File: config.mk
export PLATFORM = sky130hd
export DESIGN_NAME = irq_mask_gate
export DESIGN_NICKNAME = d
export VERILOG_FILES = /design/src/rtl/irq_gate_pkg.sv /design/src/rtl/window_fsm.sv /design/src/rtl/line_gate.sv /design/src/rtl/query_reply.sv /design/src/rtl/irq_mask_gate.sv
export SDC_FILE = /design/constraint.sdc
export NUM_CORES = 1
export LEC_CHECK = 0
export BUFFER_PORTS_ARGS = -buffer_cell sky130_fd_sc_hd__buf_4
export CORE_MARGIN = 5
export CORE_UTILIZATION = 30
export CTS_CLUSTER_SIZE = 28
export DETAILED_ROUTE_END_ITERATION = 6
export GPL_ROUTABILITY_DRIVEN = 0
export PLACE_DENSITY = 0.65
export SLEW_MARGIN = 5
export SYNTH_ARGS = -nofsm -noshare
export SYNTH_HDL_FRONTEND = slang
export SYNTH_SLANG_ARGS = --single-unit
File: constraint.sdc
create_clock -name clk -period 2.8 [get_ports clk]
set_input_delay 0.84 -clock clk [delete_from_list [all_inputs] [get_ports clk]]
set_output_delay 0.84 -clock clk [all_outputs]
set_load 0.1 [all_outputs]
File: src/rtl/irq_gate_pkg.sv
package irq_gate_pkg;

    // Window control states
    typedef enum logic [0:0] {
        GS_IDLE   = 1'b0,
        GS_MASKED = 1'b1
    } gate_state_e;

endpackage

File: src/rtl/window_fsm.sv
module window_fsm
    import irq_gate_pkg::*;
#(
    parameter int CNT_W      = 8,
    parameter int MAX_WINDOW = 64
) (
    input  logic             clk,
    input  logic             rst_n,
    input  logic             arm_valid,
    input  logic [CNT_W-1:0] arm_count,
    output logic             window_open,
    output logic [CNT_W-1:0] remaining
);

    localparam logic [CNT_W-1:0] LIMIT = CNT_W'(MAX_WINDOW);
    localparam logic [CNT_W-1:0] ONE   = CNT_W'(1);

    gate_state_e      state_q, state_d;
    logic [CNT_W-1:0] cnt_q, cnt_d;
    logic [CNT_W-1:0] clamped;

    // Ceiling on what an unprivileged task can request
    assign clamped = (arm_count > LIMIT) ? LIMIT : arm_count;

    // State and counter register
    always_ff @(posedge clk) begin
        if (!rst_n) begin
            state_q <= GS_IDLE;
            cnt_q   <= '0;
        end else begin
            state_q <= state_d;
            cnt_q   <= cnt_d;
        end
    end

    // Next-state and counter logic
    always_comb begin
        state_d = state_q;
        cnt_d   = cnt_q;
        unique case (state_q)
            GS_IDLE: begin
                if (arm_valid && (clamped != '0)) begin
                    state_d = GS_MASKED;          // ARM
                    cnt_d   = clamped;
                end
            end
            GS_MASKED: begin
                if (arm_valid) begin
                    cnt_d = clamped;
                    if (clamped != '0) begin
                        state_d = GS_MASKED;      // RELOAD
                    end else begin
                        state_d = GS_IDLE;        // CANCEL
                    end
                end else if (cnt_q == ONE) begin
                    state_d = GS_IDLE;            // EXPIRE
                    cnt_d   = '0;
                end else begin
                    cnt_d = cnt_q - ONE;          // TICK
                end
            end
            default: begin
                state_d = GS_IDLE;
                cnt_d   = '0;
            end
        endcase
    end

    // Outputs
    always_comb begin
        window_open = (state_q == GS_MASKED);
        remaining   = cnt_q;
    end

endmodule

File: src/rtl/line_gate.sv
module line_gate #(
    parameter int N_LINES = 32
) (
    input  logic               window_open,
    input  logic [N_LINES-1:0] irq_in,
    output logic [N_LINES-1:0] irq_out
);

    for (genvar i = 0; i < N_LINES; i++) begin : g_line
        assign irq_out[i] = irq_in[i] & ~window_open;
    end

endmodule

File: src/rtl/query_reply.sv
module query_reply (
    input  logic clk,
    input  logic rst_n,
    input  logic query_valid,
    input  logic window_open,
    output logic rsp_valid,
    output logic rsp_active
);

    always_ff @(posedge clk) begin
        if (!rst_n) begin
            rsp_valid  <= 1'b0;
            rsp_active <= 1'b0;
        end else begin
            rsp_valid  <= query_valid;
            rsp_active <= query_valid & window_open;
        end
    end

endmodule

File: src/rtl/irq_mask_gate.sv
module irq_mask_gate #(
    parameter int N_LINES    = 32,
    parameter int CNT_W      = 8,
    parameter int MAX_WINDOW = 64
) (
    input  logic               clk,
    input  logic               rst_n,
    input  logic [N_LINES-1:0] irq_in,
    output logic [N_LINES-1:0] irq_out,
    input  logic               arm_valid,
    input  logic [CNT_W-1:0]   arm_count,
    input  logic               query_valid,
    output logic               rsp_valid,
    output logic               rsp_active
);

    logic             win_open;
    logic [CNT_W-1:0] win_remaining;

    window_fsm #(
        .CNT_W      (CNT_W),
        .MAX_WINDOW (MAX_WINDOW)
    ) u_fsm (
        .clk         (clk),
        .rst_n       (rst_n),
        .arm_valid   (arm_valid),
        .arm_count   (arm_count),
        .window_open (win_open),
        .remaining   (win_remaining)
    );

    line_gate #(
        .N_LINES (N_LINES)
    ) u_gate (
        .window_open (win_open),
        .irq_in      (irq_in),
        .irq_out     (irq_out)
    );

    query_reply u_query (
        .clk         (clk),
        .rst_n       (rst_n),
        .query_valid (query_valid),
        .window_open (win_open),
        .rsp_valid   (rsp_valid),
        .rsp_active  (rsp_active)
    );

endmodule

### Yosys cells after proc, flatten, opt, wreduce, memory -nomap -nowiden

Index checks and enable logic that the tools add are counted.

* memory bits (read-only): 0
* latch bits: 0
* register bits after elaboration: 11
* word-level logic and storage cells: 54
* memories kept: 0
* input bits: 44
* bits in writable memories: 0
* output and inout bits: 34

* order comparisons: 1
* shifts and indexed selects: 0
* div/mod/pow operators: 0
* reduce and logical (&&, ||, !) cells: 2
* $mul: 0
* equal/unequal tests: 2
* $add $sub $neg: 1
* multiplexer cells: 10
* bitwise operators: 34

Operators with widths (count)
* $and A1 B1 Y1: 33
* $mux W8: 4
* $pmux W8 S2: 1
* $eq A8 B1 Y1 const B: 1
* $gt A8 B7 Y1 const B: 1
* $reduce_bool A8 Y1: 1
* $sub A8 B1 Y8 const B: 1
* $mux W1: 4
* $ne A2 B1 Y1 const B: 1
* $pmux W1 S2: 1
* $logic_and A1 B1 Y1: 1
* $not A1 Y1: 1

### Logic depth before layout (Yosys ltp)

Gate-level depths: netlist of the first run.

* depth in word-level cells: 6
* gate-level depth with buffers: 6
* mapped depth without buffers: 6

### By module

A second synthesis of the first run with hierarchy kept.

* cells, all modules: 118
* area total of the unflattened synthesis: 953.4 sq um

By module, submodules not included
* window_fsm: cells an instance 79, instances 1, seq. area each 180.2 sq um, area each 678.2 sq um
* line_gate: cells an instance 35, instances 1, seq. area each 0.0 sq um, area each 222.7 sq um
* query_reply: cells an instance 4, instances 1, seq. area each 40.0 sq um, area each 52.6 sq um

### Least setup slack after synthesis of the first run

OpenSTA, ideal clock, no wires.

* kind: input port to output port
* start: input irq_in[0]
* end: output irq_out[0]
* data arrival time: 2.174 ns
* path slack: -0.214 ns
* data required time: 1.960 ns
* stages on the path: 1
* buffers on the path: 0
* path through: nor2b_1

* cells in the longest elaborated chain, start to end: 1

RTL lines
* start: declaration: RTL line irq_mask_gate.sv:8 `input logic [N_LINES-1:0] irq_in,`
* $and A1 B1 Y1: RTL line line_gate.sv:10 `assign irq_out[i] = irq_in[i] & ~window_open;`
* end: declaration: RTL line irq_mask_gate.sv:9 `output logic [N_LINES-1:0] irq_out,`

No other way between the ends.

### Final worst setup path of the first run

* start: register u_fsm.state_q (netlist: u_fsm.window_open)
* end: output irq_out[22]

* cells in the longest elaborated chain, start to end: 2

RTL lines
* start: declaration: RTL line window_fsm.sv:18 `gate_state_e state_q, state_d;`
* start signal: assignment: RTL line window_fsm.sv:31 `state_q <= state_d;`
* $not A1 Y1: RTL line line_gate.sv:10
* $and A1 B1 Y1: RTL line line_gate.sv:10

No other way between the ends.

==> metrics.md, run 1 <==
| Metric | Value |
|---|---|
| Final #Nets | 239 |
| WP data required | 1960 ps |
| GRT Max-Usage Layer | met2 |
| Maximum VDD drop | 214.5 uV |
| PwrDens | 470.9 mW/mm2 |
| Latest clock arrival within the worst-skew pair | 270 ps |
| Pwr Total | 769.5 uW |
| Register area share after synthesis | 23.85% |
| Io pins | 78 |
| Yosys Warn Count | 0 |
| Type of element launching the critical path | flip-flop |
| Largest net degree at the start of global routing | 21 |
| WL/cell | 14.78 um |
| Type of the most critical hold path | flip-flop to flip-flop |
| Post-CTS Resized | 0 |
| Port Buffer Count | 77 |
| Antenna violations before repair | 0 |
| Initial DRC Count | 56 |
| Outcome | finished, final reports clean |
| CTS Buf Count | 3 |
| Buffers plus inverters on the worst setup path | 2 |
| Vias per Instance | 5.151 |
| Total GRT Usage | 15.56% |
| ANT nets after route | 0 |
| Met3 global-route usage | 2.222% |
| Post-synth EDFFs | 0 |
| First-pass GRT wire length | 5292 um |
| Lkg Pwr | 0.7763 nW |
| Core Area | 0.003003 mm2 |
| Largest stage delay on the critical path | 580 ps |
| Antenna diode count | 0 |
| Most frequent cells in the layout | buf_4, nor2b_2, dfxtp_1 |
| Die Ht | 65.48 um |
| CP most frequent cell | buf_4 |
| CP Max Fanout | 18 |
| GR met1 Demand/Resource | 18.40% |
| Slowest CP cell | dfxtp_2 |
| Hold Buf Count CTS | 0 |
| Worst-Margin Slew | 682.7 ps |
| Final Skew | 1.250 ps |
| Final setup violation count | 0 |
| Post-CTS repair timing setup buffer count | 0 |
| Number of max-cap violations | 0 |
| Met2 Usage GRT | 28.07% |
| Detailed Place HPWL | 2743 um |
| Commonest non-fill, non-tap cell in the layout | buf_4 |
| Die Width | 65.48 um |
| Full die area | 0.004288 mm2 |
| Fin. Hold Viols | 0 |
| First-pass iteration count of the detailed router | 4 |
| Fin cells | 225 |
| Achievable clock frequency | 0.4431 GHz |
| Syn_nets | 162 |
| Synthesized cell area | 923.4 um2 |
| Syn_area_per_cell | 7.960 um2 |
| Syn Inst Count | 116 |
| FP Rows | 20 |
| # clock sinks | 11 |
| Via Count | 1159 |
| Layout area overhead | 76.96% |
| CTS tree | yes |
| Final worst-path cycle share | 80.60% |
| Clk pin slew, worst setup/hold paths | 70 ps |
| Synthesis-stage register bit count | 11 |
| Worst-path cell chain | buf_4, nor2b_2, buf_4 |
| Clk root buf | clkbuf_4 |
| Crit path DAT | 1420 ps |
| Setup TNS | 0 ps |
| RSZ-0062 raised after global routing | false |
| CP Class | flip-flop to output port |
| Fin Hold WS | 492.1 ps |
| DP Cell Count | 221 |
| Drc violations | 0 |
| Clk buf depth | 2 |
| Total grt overflow | 0 |
| Slew HR | 53.84% |
| Starting Density | 30.75% |
| Ys async rst share | 0% |
| Distinct cells, synth | 40 |
| Share of layout cells above drive strength 1 | 61.46% |
| Final Max Slew Viols | 0 |
| H-Tree Depth | 1 |
| Post-layout min period | 2257 ps |
| Crit. End Element | output port |
| R2R setup slack | 810 ps |
| Ys flop type | dfxtp_1 |
| Vias in the first global route | 1078 |
| Post-Route WL | 3325 um |
| CP delay by family, top | flip-flops |
## metrics by stage
step	util, %	instance area [um2]	worst slack (ps)
floorplan	-	1003	302.6
global placement	53.54	1608	380.5
detailed placement	53.54	1608	352.3
CTS	54.42	1634	526.5
global route	54.42	1634	479.0
finish	54.42	1634	543.2
## tightest hold or removal path, delay by kind of cell, from the launching register on
kind	cells	cell delay [ps]
AOI/OAI and AO/OA	1	50
DFF	1	340
and+or+nand+nor	1	60
## synthesized netlist by cell type, drive strengths merged, types with 3 or more instances
library cell,count,area (um2)
buf,5,40.04
nor2b,33,206.5
or4,4,33.78
nand3,4,20.02
o31ai,3,22.52
clkbuf,3,11.26
dfxtp,11,220.2
and2,5,31.28
o21ai,3,15.01
a32o,4,40.04
o22ai,3,18.77
nand2,4,15.01
## final cells by class
class | count | area [um2]
clock buffer | 4 | 26.28
fill | 269 | 1369
inverter | 2 | 7.507
multi-input combinational | 95 | 724.4
sequential | 11 | 221.5
tap | 33 | 41.29
timing repair buffer | 80 | 613.1
## routing by layer
metal	vias to the layer above	part of all wire, %
met5	-	0
li1	578	-
met4	0	2.3
met1	516	39
met2	56	51
met3	9	7.7
## flip-flops by register name, summed over array words and instances, names as in the netlist
register and cells:
u_fsm.window_open 1, u_fsm.remaining 8, u_query.rsp_active 1, u_query.rsp_valid 1
## report_power, final
part           total [mW]  internal, mW  switching (mW)
clock network       0.111        0.0553          0.0558
registers           0.182         0.167          0.0151
logic               0.477         0.141           0.335
## path summary, 6_finish.rpt
kind | start | to | depth (start not counted)
worst max-delay path | u_fsm.window_open$_SDFF_PN0_ | irq_out[22] | 3
worst min-delay path | u_fsm.remaining[3]$_SDFFE_PN0P_ | u_fsm.remaining[3]$_SDFFE_PN0P_ | 2
worst max register to register | u_fsm.remaining[0]$_SDFFE_PN0P_ | u_fsm.remaining[2]$_SDFFE_PN0P_ | 5
worst min register to register | u_fsm.remaining[3]$_SDFFE_PN0P_ | u_fsm.remaining[3]$_SDFFE_PN0P_ | 2
## cell families (layout without fill, tap and decap cells)
logic type               Yosys count  after routing  share of synthesized area [%]
adder cells (fa/ha/maj)            2              2                          2.710
buffers and inverters             10             86                          6.369
flip-flops                        11             11                          23.85
AND/OR/NAND/NOR                   66             66                          44.58
AO/OA/AOI/OAI                     27             27                          22.49
No activity file was read; power rests on OpenSTA's default activity.
==> inputs of run 2 (changes only) <==
--- a/config.mk
+++ b/config.mk
@@ -5,13 +5,13 @@
 export SDC_FILE = /design/constraint.sdc
 export NUM_CORES = 1
 export LEC_CHECK = 0
+export ABC_AREA = 1
 export BUFFER_PORTS_ARGS = -buffer_cell sky130_fd_sc_hd__buf_4
 export CORE_MARGIN = 5
 export CORE_UTILIZATION = 30
 export CTS_CLUSTER_SIZE = 28
 export DETAILED_ROUTE_END_ITERATION = 6
 export GPL_ROUTABILITY_DRIVEN = 0
-export PLACE_DENSITY = 0.65
 export SLEW_MARGIN = 5
 export SYNTH_ARGS = -nofsm -noshare
 export SYNTH_HDL_FRONTEND = slang
==> constraint.sdc (replaced) <==
create_clock -name clk -period 2.3 [get_ports clk]
set_input_delay 0.69 -clock clk [delete_from_list [all_inputs] [get_ports clk]]
set_output_delay 0.69 -clock clk [all_outputs]
set_load 0.1 [all_outputs]
==> run 2 against run 1 <==
  * Cell count grew 33%
  * Sequential power grew 19%
  * Utilization shrank 2.5 points
  * Clock power grew 19%
  * Combinational power grew 26%
  * Hold slack lost 31 ps
  * Synthesized area grew 8.1%
  * Largest power group unchanged
  * Synthesized cell count grew 52%
  * Die area grew 6.9%
  * Global-route usage shrank 0.16 points
==> metrics.md, run 2 <==
| Metric | Value |
|---|---|
| CP Class | flip-flop to output port |
| Final Skew | 5.472 ps (+4.221 ps) |
| Port Buffer Count | 77 (unchanged) |
| Post-synth top cells | nor2_1, inv_1, nand2_1 |
| Syn_area_per_cell | 5.673 um2 (-29%) |
| Yosys Warn Count | 0 (unchanged) |
| Filler cells | 368 (+37%) |
| Starting Density | 30.40% (-0.35 points) |
| Register area share after synthesis | 22.06% (-1.8 points) |
| Max reg flops | 8 (unchanged) |
| Antenna violations before repair | 0 (unchanged) |
| Area of the multi-input gates | 616.8 um2 (-15%) |
| Die Ht | 67.69 um (+3.4%) |
| Critical Path Sink | irq_out[28] |
| Setup TNS | 0 ps (unchanged) |
| H-Tree Depth | 1 (unchanged) |
| Cells on worst reg2reg path | 6 (+1) |
| Hold Buf Count CTS | 0 (unchanged) |
| Slew HR | 81.00% (+27 points) |
| Via Count | 1247 (+7.6%) |
| Syn Inst Count | 176 (+52%) |
| Synthesis-stage register bit count | 11 (unchanged) |
| Post-Route WL | 3224 um (-3.0%) |
| Fin. Hold Viols | 0 (unchanged) |
| Post-synth top area cell | dfxtp_1 |
| RSZ-0062 raised after global routing | false |
| First-pass GRT wire length | 5306 um (+0.26%) |
| Count leader, synth | nor2_1 |
| Met3 global-route usage | 7.488% (+5.3 points) |
| Synthesized cell area | 998.5 um2 (+8.1%) |
| Share of layout cells above drive strength 1 | 46.85% (-15 points) |
| Clk pin slew, worst setup/hold paths | 70 ps (about the same) |
| Distinct cells, synth | 22 (-45%) |
| Largest net degree at the start of global routing | 35 (+67%) |
| GR met1 Demand/Resource | 16.93% (-1.5 points) |
| Achievable clock frequency | 0.5245 GHz |
| Post-layout min period | 1906 ps |
| Vias per Instance | 4.157 (-19%) |
| Detailed Place HPWL | 2780 um (+1.3%) |
| Commonest non-fill, non-tap cell in the layout | buf_4 |
| Reg-to-Reg End | u_fsm.remaining[4]$_SDFFE_PN0P_ |
| Clk root buf | clkbuf_4 |
| Antenna diode count | 0 (unchanged) |
| Crit. End Element | output port |
| GRT Max-Usage Layer | met2 |
| Final worst-path cycle share | 82.89% |
| Core Area | 0.003284 mm2 (+9.4%) |
| ANT nets after route | 0 (unchanged) |
| Ys flop type | dfxtp_1 |
| Met2 Usage GRT | 26.37% (-1.7 points) |
| FP Rows | 21 (+5.0%) |
| Final #Nets | 301 (+26%) |
| R2R setup slack | 1000 ps (+190 ps) |
| Latest clock arrival within the worst-skew pair | 270 ps (about the same) |
| Type of element launching the critical path | flip-flop |
| First-pass iteration count of the detailed router | 4 (unchanged) |
| CTS tree | yes |
| CP Max Fanout | 34 (+16) |
| Outcome | finished, final reports clean |
| Lkg Pwr | 0.9982 nW (+29%) |
| Final Max Slew Viols | 0 (unchanged) |
| Register area | 220.2 um2 (-0.56%) |
| Total GRT Usage | 15.40% (-0.16 points) |
| Crit. Startpoint | u_fsm.window_open$_SDFF_PN0_ |
| Post-CTS Resized | 0 (unchanged) |
| Worst-Margin Slew | 287.3 ps (-395.5 ps) |
| Number of max-cap violations | 0 (unchanged) |
| Layout area overhead | 70.68% |
| Final setup violation count | 0 (unchanged) |
| Io pins | 78 (unchanged) |
| Setup slack after layout | 393.6 ps (-149.7 ps) |
| Post-synth EDFFs | 0 (unchanged) |
| Post-CTS repair timing setup buffer count | 0 (unchanged) |
| # clock sinks | 11 (unchanged) |
| Vias in the first global route | 1217 (+13%) |
| Ys async rst share | 0% (unchanged) |
| Clk buf depth | 2 (unchanged) |
| Most frequent cells in the layout | buf_4, inv_1, nor2_1 |
| Pwr Total | 946.5 uW (+23%) |
| R2R Path Start | u_fsm.window_open$_SDFF_PN0_ |
| WP data required | 1610 ps (-350 ps) |
| Crit path DAT | 1220 ps (-200 ps) |
| Full die area | 0.004582 mm2 (+6.9%) |
| Syn_nets | 222 (+37%) |
| CTS Buf Count | 3 (unchanged) |
| Yosys top cell area share | 22.06% (-1.8 points) |
| Largest cells by area after synthesis | dfxtp_1, nor2_1, inv_1 |
| PwrDens | 555.4 mW/mm2 (+18%) |
| Die Width | 67.69 um (+3.4%) |
| Maximum VDD drop | 260.9 uV (+22%) |
| Type of the most critical hold path | flip-flop to flip-flop |
| Initial DRC Count | 44 (-21%) |
| DP Worst Slack | 410.6 ps (+58.35 ps) |
| Drc violations | 0 (unchanged) |
| Total grt overflow | 0 (unchanged) |
| WL/cell | 10.75 um (-27%) |
| Fin Hold WS | 460.9 ps (-31.19 ps) |
run 2: cell types whose count changed in the layout (fill, tap and decap cells not counted), sizes merged, moves of 3 or more:
cell,delta
nand2,+18
o31ai,-3
xor2,+3
nor2,+52
nor2b,-33
o22ai,-3
and2,-5
o21ai,+8
a32o,-4
inv,+45
or4,-4
nand3,+10
run 2: how the worst min path moves through the flow:
stage	from	end	slack [ps]	cells after the start
5_1_grt	u_fsm.remaining[7]$_SDFFE_PN0P_	u_fsm.remaining[7]$_SDFFE_PN0P_	500	2
3_5_place_dp	u_fsm.remaining[1]$_SDFFE_PN0P_	u_fsm.remaining[1]$_SDFFE_PN0P_	450	2
2_1_floorplan	u_fsm.remaining[1]$_SDFFE_PN0P_	u_fsm.remaining[1]$_SDFFE_PN0P_	440	2
6_report	u_fsm.remaining[1]$_SDFFE_PN0P_	u_fsm.remaining[1]$_SDFFE_PN0P_	460	2
3_3_place_gp	u_fsm.remaining[1]$_SDFFE_PN0P_	u_fsm.remaining[1]$_SDFFE_PN0P_	450	2
4_1_cts	u_fsm.remaining[1]$_SDFFE_PN0P_	u_fsm.remaining[1]$_SDFFE_PN0P_	460	2
run 2: metal layers:
layer | vias up | part of all wire (%) | routed length (um)
met5 | - | 0 | 0
li1 | 668 | - | -
met1 | 517 | 38 | 1229
met3 | 5 | 12 | 389
met2 | 57 | 49 | 1566
met4 | 0 | 1.2 | 38
run 2: stage by stage:
stage	util, %	std cells	area (um2)
finish	51.89	300	1704
global route	51.89	300	1704
CTS	51.89	300	1704
detailed placement	51.09	296	1678
global placement	51.09	296	1678
floorplan	-	176	1041
run 2: area by class of cell:
cell class              count  area share [%]
flip-flops and latches     11           12.92
inverters                  48           10.87
well taps                  46           3.377
multi-input cells         113           36.20
clock buffers               4           1.542
repair buffers             78           35.10
run 2: critical path, stage by stage (launching register included):
cell     delay, ps
dfxtp_1        330
buf_12         170
nor2_1         120
buf_4          300
run 2: where the power goes:
part	internal [mW]	switching (mW)	leakage (nW)
Combinational	0.159	0.440	0.892
Clock	0.0672	0.0644	0.0150
Sequential	0.204	0.0124	0.0907
run 2: cell families after synthesis:
| family | after synthesis | synth area share (%) |
|---|---|---|
| AND/OR/NAND/NOR | 92 | 43.36 |
| buffers and inverters | 52 | 20.43 |
| XOR/XNOR | 3 | 2.632 |
| adder cells (fa/ha/maj) | 2 | 2.506 |
| AO/OA/AOI/OAI | 16 | 9.022 |
| flip-flops | 11 | 22.06 |
==> inputs of run 3 (changes only) <==
--- a/config.mk
+++ b/config.mk
@@ -5,13 +5,14 @@
 export SDC_FILE = /design/constraint.sdc
 export NUM_CORES = 1
 export LEC_CHECK = 0
-export ABC_AREA = 1
+export ABC_AREA = 0
 export BUFFER_PORTS_ARGS = -buffer_cell sky130_fd_sc_hd__buf_4
 export CORE_MARGIN = 5
 export CORE_UTILIZATION = 30
 export CTS_CLUSTER_SIZE = 28
 export DETAILED_ROUTE_END_ITERATION = 6
 export GPL_ROUTABILITY_DRIVEN = 0
+export PLACE_DENSITY = 0.65
 export SLEW_MARGIN = 5
 export SYNTH_ARGS = -nofsm -noshare
 export SYNTH_HDL_FRONTEND = slang
==> constraint.sdc (replaced) <==
create_clock -name clk -period 1.9 [get_ports clk]
set_input_delay 0.57 -clock clk [delete_from_list [all_inputs] [get_ports clk]]
set_output_delay 0.57 -clock clk [all_outputs]
set_load 0.1 [all_outputs]
==> run 3 against run 2 <==
  * Via count shrank 0.24%
  * Global-route usage grew 1.3 points
  * Total power grew 24%
  * Setup slack worse by 340 ps
  * Design area rose by 4.3%
  * Cell count is 21% lower
  * Utilization is 7.3 points higher
  * Routed wire length rose by 7.9%
  * Register-to-register slack got worse by 910 ps
  * Non-clock buffer count is 14 higher
  * Critical path type unchanged
  * Critical endpoint is now irq_out[19]
==> metrics.md, run 3 (synthesis gave the netlist of run 1 again) <==
| Metric | Value |
|---|---|
| Setup TNS | 0 ps (unchanged) |
| CTS tree | yes |
| Crit path DAT | 1270 ps (+50 ps) |
| Most frequent cells in the layout | buf_4, nor2b_2, dfxtp_1 |
| PwrDens | 661.0 mW/mm2 (+19%) |
| Drc violations | 0 (unchanged) |
| Total GRT Usage | 16.73% (+1.3 points) |
| RSZ-0062 raised after global routing | false |
| DP Worst Slack | -227.4 ps (-638.1 ps) |
| Io pins | 78 (unchanged) |
| Number of max-cap violations | 0 (unchanged) |
| WL/cell | 14.68 um (+37%) |
| H-Tree Depth | 1 (unchanged) |
| First-pass iteration count of the detailed router | 4 (unchanged) |
| Initial DRC Count | 50 (+14%) |
| Crit. End Element | output port |
| Cells on worst reg2reg path | 4 (-2) |
| Type of element launching the critical path | flip-flop |
| Maximum VDD drop | 354.4 uV (+36%) |
| CTS Buf Count | 3 (unchanged) |
| Port Buffer Count | 77 (unchanged) |
| Antenna diode count | 0 (unchanged) |
| Final Max Slew Viols | 0 (unchanged) |
| Total grt overflow | 0 (unchanged) |
| Die Width | 65.48 um (-3.3%) |
| Antenna violations before repair | 0 (unchanged) |
| Slowest CP cell | dfxtp_4 |
| Final #Nets | 251 (-17%) |
| Fin. Hold Viols | 0 (unchanged) |
| Post-layout min period | 1843 ps |
| Vias per Instance | 5.249 (+26%) |
| Clk buf depth | 2 (unchanged) |
| Slew HR | 69.20% (-12 points) |
| Worst Hold Endpoint | u_fsm.remaining[3]$_SDFFE_PN0P_ |
| Latest clock arrival within the worst-skew pair | 270 ps (about the same) |
| Achievable clock frequency | 0.5425 GHz |
| Utilization after layout | 59.17% (+7.3 points) |
| Clk pin slew, worst setup/hold paths | 70 ps (about the same) |
| Core Area | 0.003003 mm2 (-8.6%) |
| Worst-path cell chain | buf_12, nor2b_2, buf_4 |
| R2R Path Start | u_fsm.remaining[0]$_SDFFE_PN0P_ |
| Die Ht | 65.48 um (-3.3%) |
| Final setup violation count | 0 (unchanged) |
| Post-Route WL | 3480 um (+7.9%) |
| CP Class | flip-flop to output port |
| Largest stage delay on the critical path | 430 ps (+100 ps) |
| Fin Hold WS | 494.7 ps (+33.80 ps) |
| Setup slack after layout | 56.78 ps (-336.8 ps) |
| # clock sinks | 11 (unchanged) |
| Beginning of the worst hold path | u_fsm.remaining[3]$_SDFFE_PN0P_ |
| Share of layout cells above drive strength 1 | 63.73% (+17 points) |
| Detailed Place HPWL | 2886 um (+3.8%) |
| Outcome | finished, final reports clean |
| Post-CTS repair timing setup buffer count | 0 (unchanged) |
| First-pass GRT wire length | 5727 um (+7.9%) |
| Min-Delay Path Depth | 2 (unchanged) |
| Vias in the first global route | 1267 (+4.1%) |
| Lkg Pwr | 0.8594 nW (-14%) |
| Clk root buf | clkbuf_4 |
| Starting Density | 30.75% (+0.35 points) |
| Largest net degree at the start of global routing | 17 (-51%) |
| ANT nets after route | 0 (unchanged) |
| Full die area | 0.004288 mm2 (-6.4%) |
| Layout area overhead | 92.41% |
| Worst-Margin Slew | 458.5 ps (+171.2 ps) |
| FP Rows | 20 (-4.8%) |
| Type of the most critical hold path | flip-flop to flip-flop |
| CP Max Fanout | 15 (-56%) |
| Reg-to-Reg End | u_fsm.remaining[5]$_SDFFE_PN0P_ |
| Final Skew | 4.763 ps (-0.7090 ps) |
| WP data required | 1330 ps (-280 ps) |
| R2R setup slack | 90 ps (-910 ps) |
| Via Count | 1244 (-0.24%) |
| Max reg flops | 8 (unchanged) |
| Commonest non-fill, non-tap cell in the layout | buf_4 |
| Final worst-path cycle share | 97.01% |
==> run 3: cell types whose count changed in the layout (fill, tap and decap cells not counted), moves of 4 or more <==
| cell | previous run | this run |
|---|---|---|
| inv_1 | 42 | 2 |
| nor2_1 | 31 | 2 |
| nor2b_2 | 0 | 29 |
| nor2_2 | 21 | 0 |
| nand2_1 | 18 | 4 |
| buf_4 | 77 | 84 |
| nand3_1 | 11 | 4 |
| buf_6 | 0 | 6 |
| and2_1 | 0 | 5 |
| inv_2 | 5 | 0 |
| o21ai_0 | 7 | 2 |
| a32o_1 | 0 | 4 |
==> run 3: per-layer routing <==
| metal | share of wire [%] | vias up | routed length (um) | global-route usage (%) |
|---|---|---|---|---|
| met5 | 0 | - | 0 | 0 |
| met4 | 0.66 | 0 | 23 | 5.699 |
| met3 | 9.9 | 2 | 345 | 2.906 |
| met2 | 52 | 72 | 1807 | 30.21 |
| met1 | 37 | 575 | 1304 | 19.73 |
| li1 | - | 595 | - | - |
==> run 3: critical path: cells and delay by family (launching register included) <==
family,cells,cell delay [ps]
buf+inv,2,460
flops,1,430
simple gates,1,110
==> run 3: timing repair <==
action,4_1_cts,5_1_grt
hold buffers,0,0
pin swaps,0,0
gates resized for setup,1,7
setup endpoints to repair,25,11
==> run 3: layout make-up <==
type                    count  area, um2
multi-input cells          95      739.5
inverters                   2      7.507
well taps                  33      41.29
repair buffers             92      738.2
clock buffers               4      26.28
flip-flops and latches     11      224.0
fillers                   257       1226
==> run 3: worst max path at each step <==
stage	startpoint	endpoint	slack [ps]	depth (start not counted)
floorplan	u_fsm.window_open$_SDFF_PN0_	irq_out[13]	-140	2
global placement	arm_count[0]	u_fsm.remaining[2]$_SDFFE_PN0P_	-190	5
detailed placement	arm_count[5]	u_fsm.remaining[4]$_SDFFE_PN0P_	-230	5
CTS	u_fsm.window_open$_SDFF_PN0_	irq_out[22]	20	3
global route	u_fsm.window_open$_SDFF_PN0_	irq_out[12]	5	3
finish	u_fsm.window_open$_SDFF_PN0_	irq_out[19]	60	3
==> run 3: power by group <==
part	switching [mW]	internal [mW]	leakage (nW)
clock	0.0797	0.0813	0.0150
combinational	0.505	0.241	0.753
sequential	0.0219	0.245	0.0910
total	0.607	0.567	0.859
==> run 3: metrics by stage <==
| stage | power [mW] | cells | instance area (um2) |
|---|---|---|---|
| floorplan | 0.7992 | 116 | 1018 |
| global placement | 1.004 | 233 | 1725 |
| detailed placement | 1.012 | 233 | 1725 |
| CTS | 1.177 | 237 | 1754 |
| global route | 1.228 | 237 | 1777 |
| finish | 1.174 | 237 | 1777 |
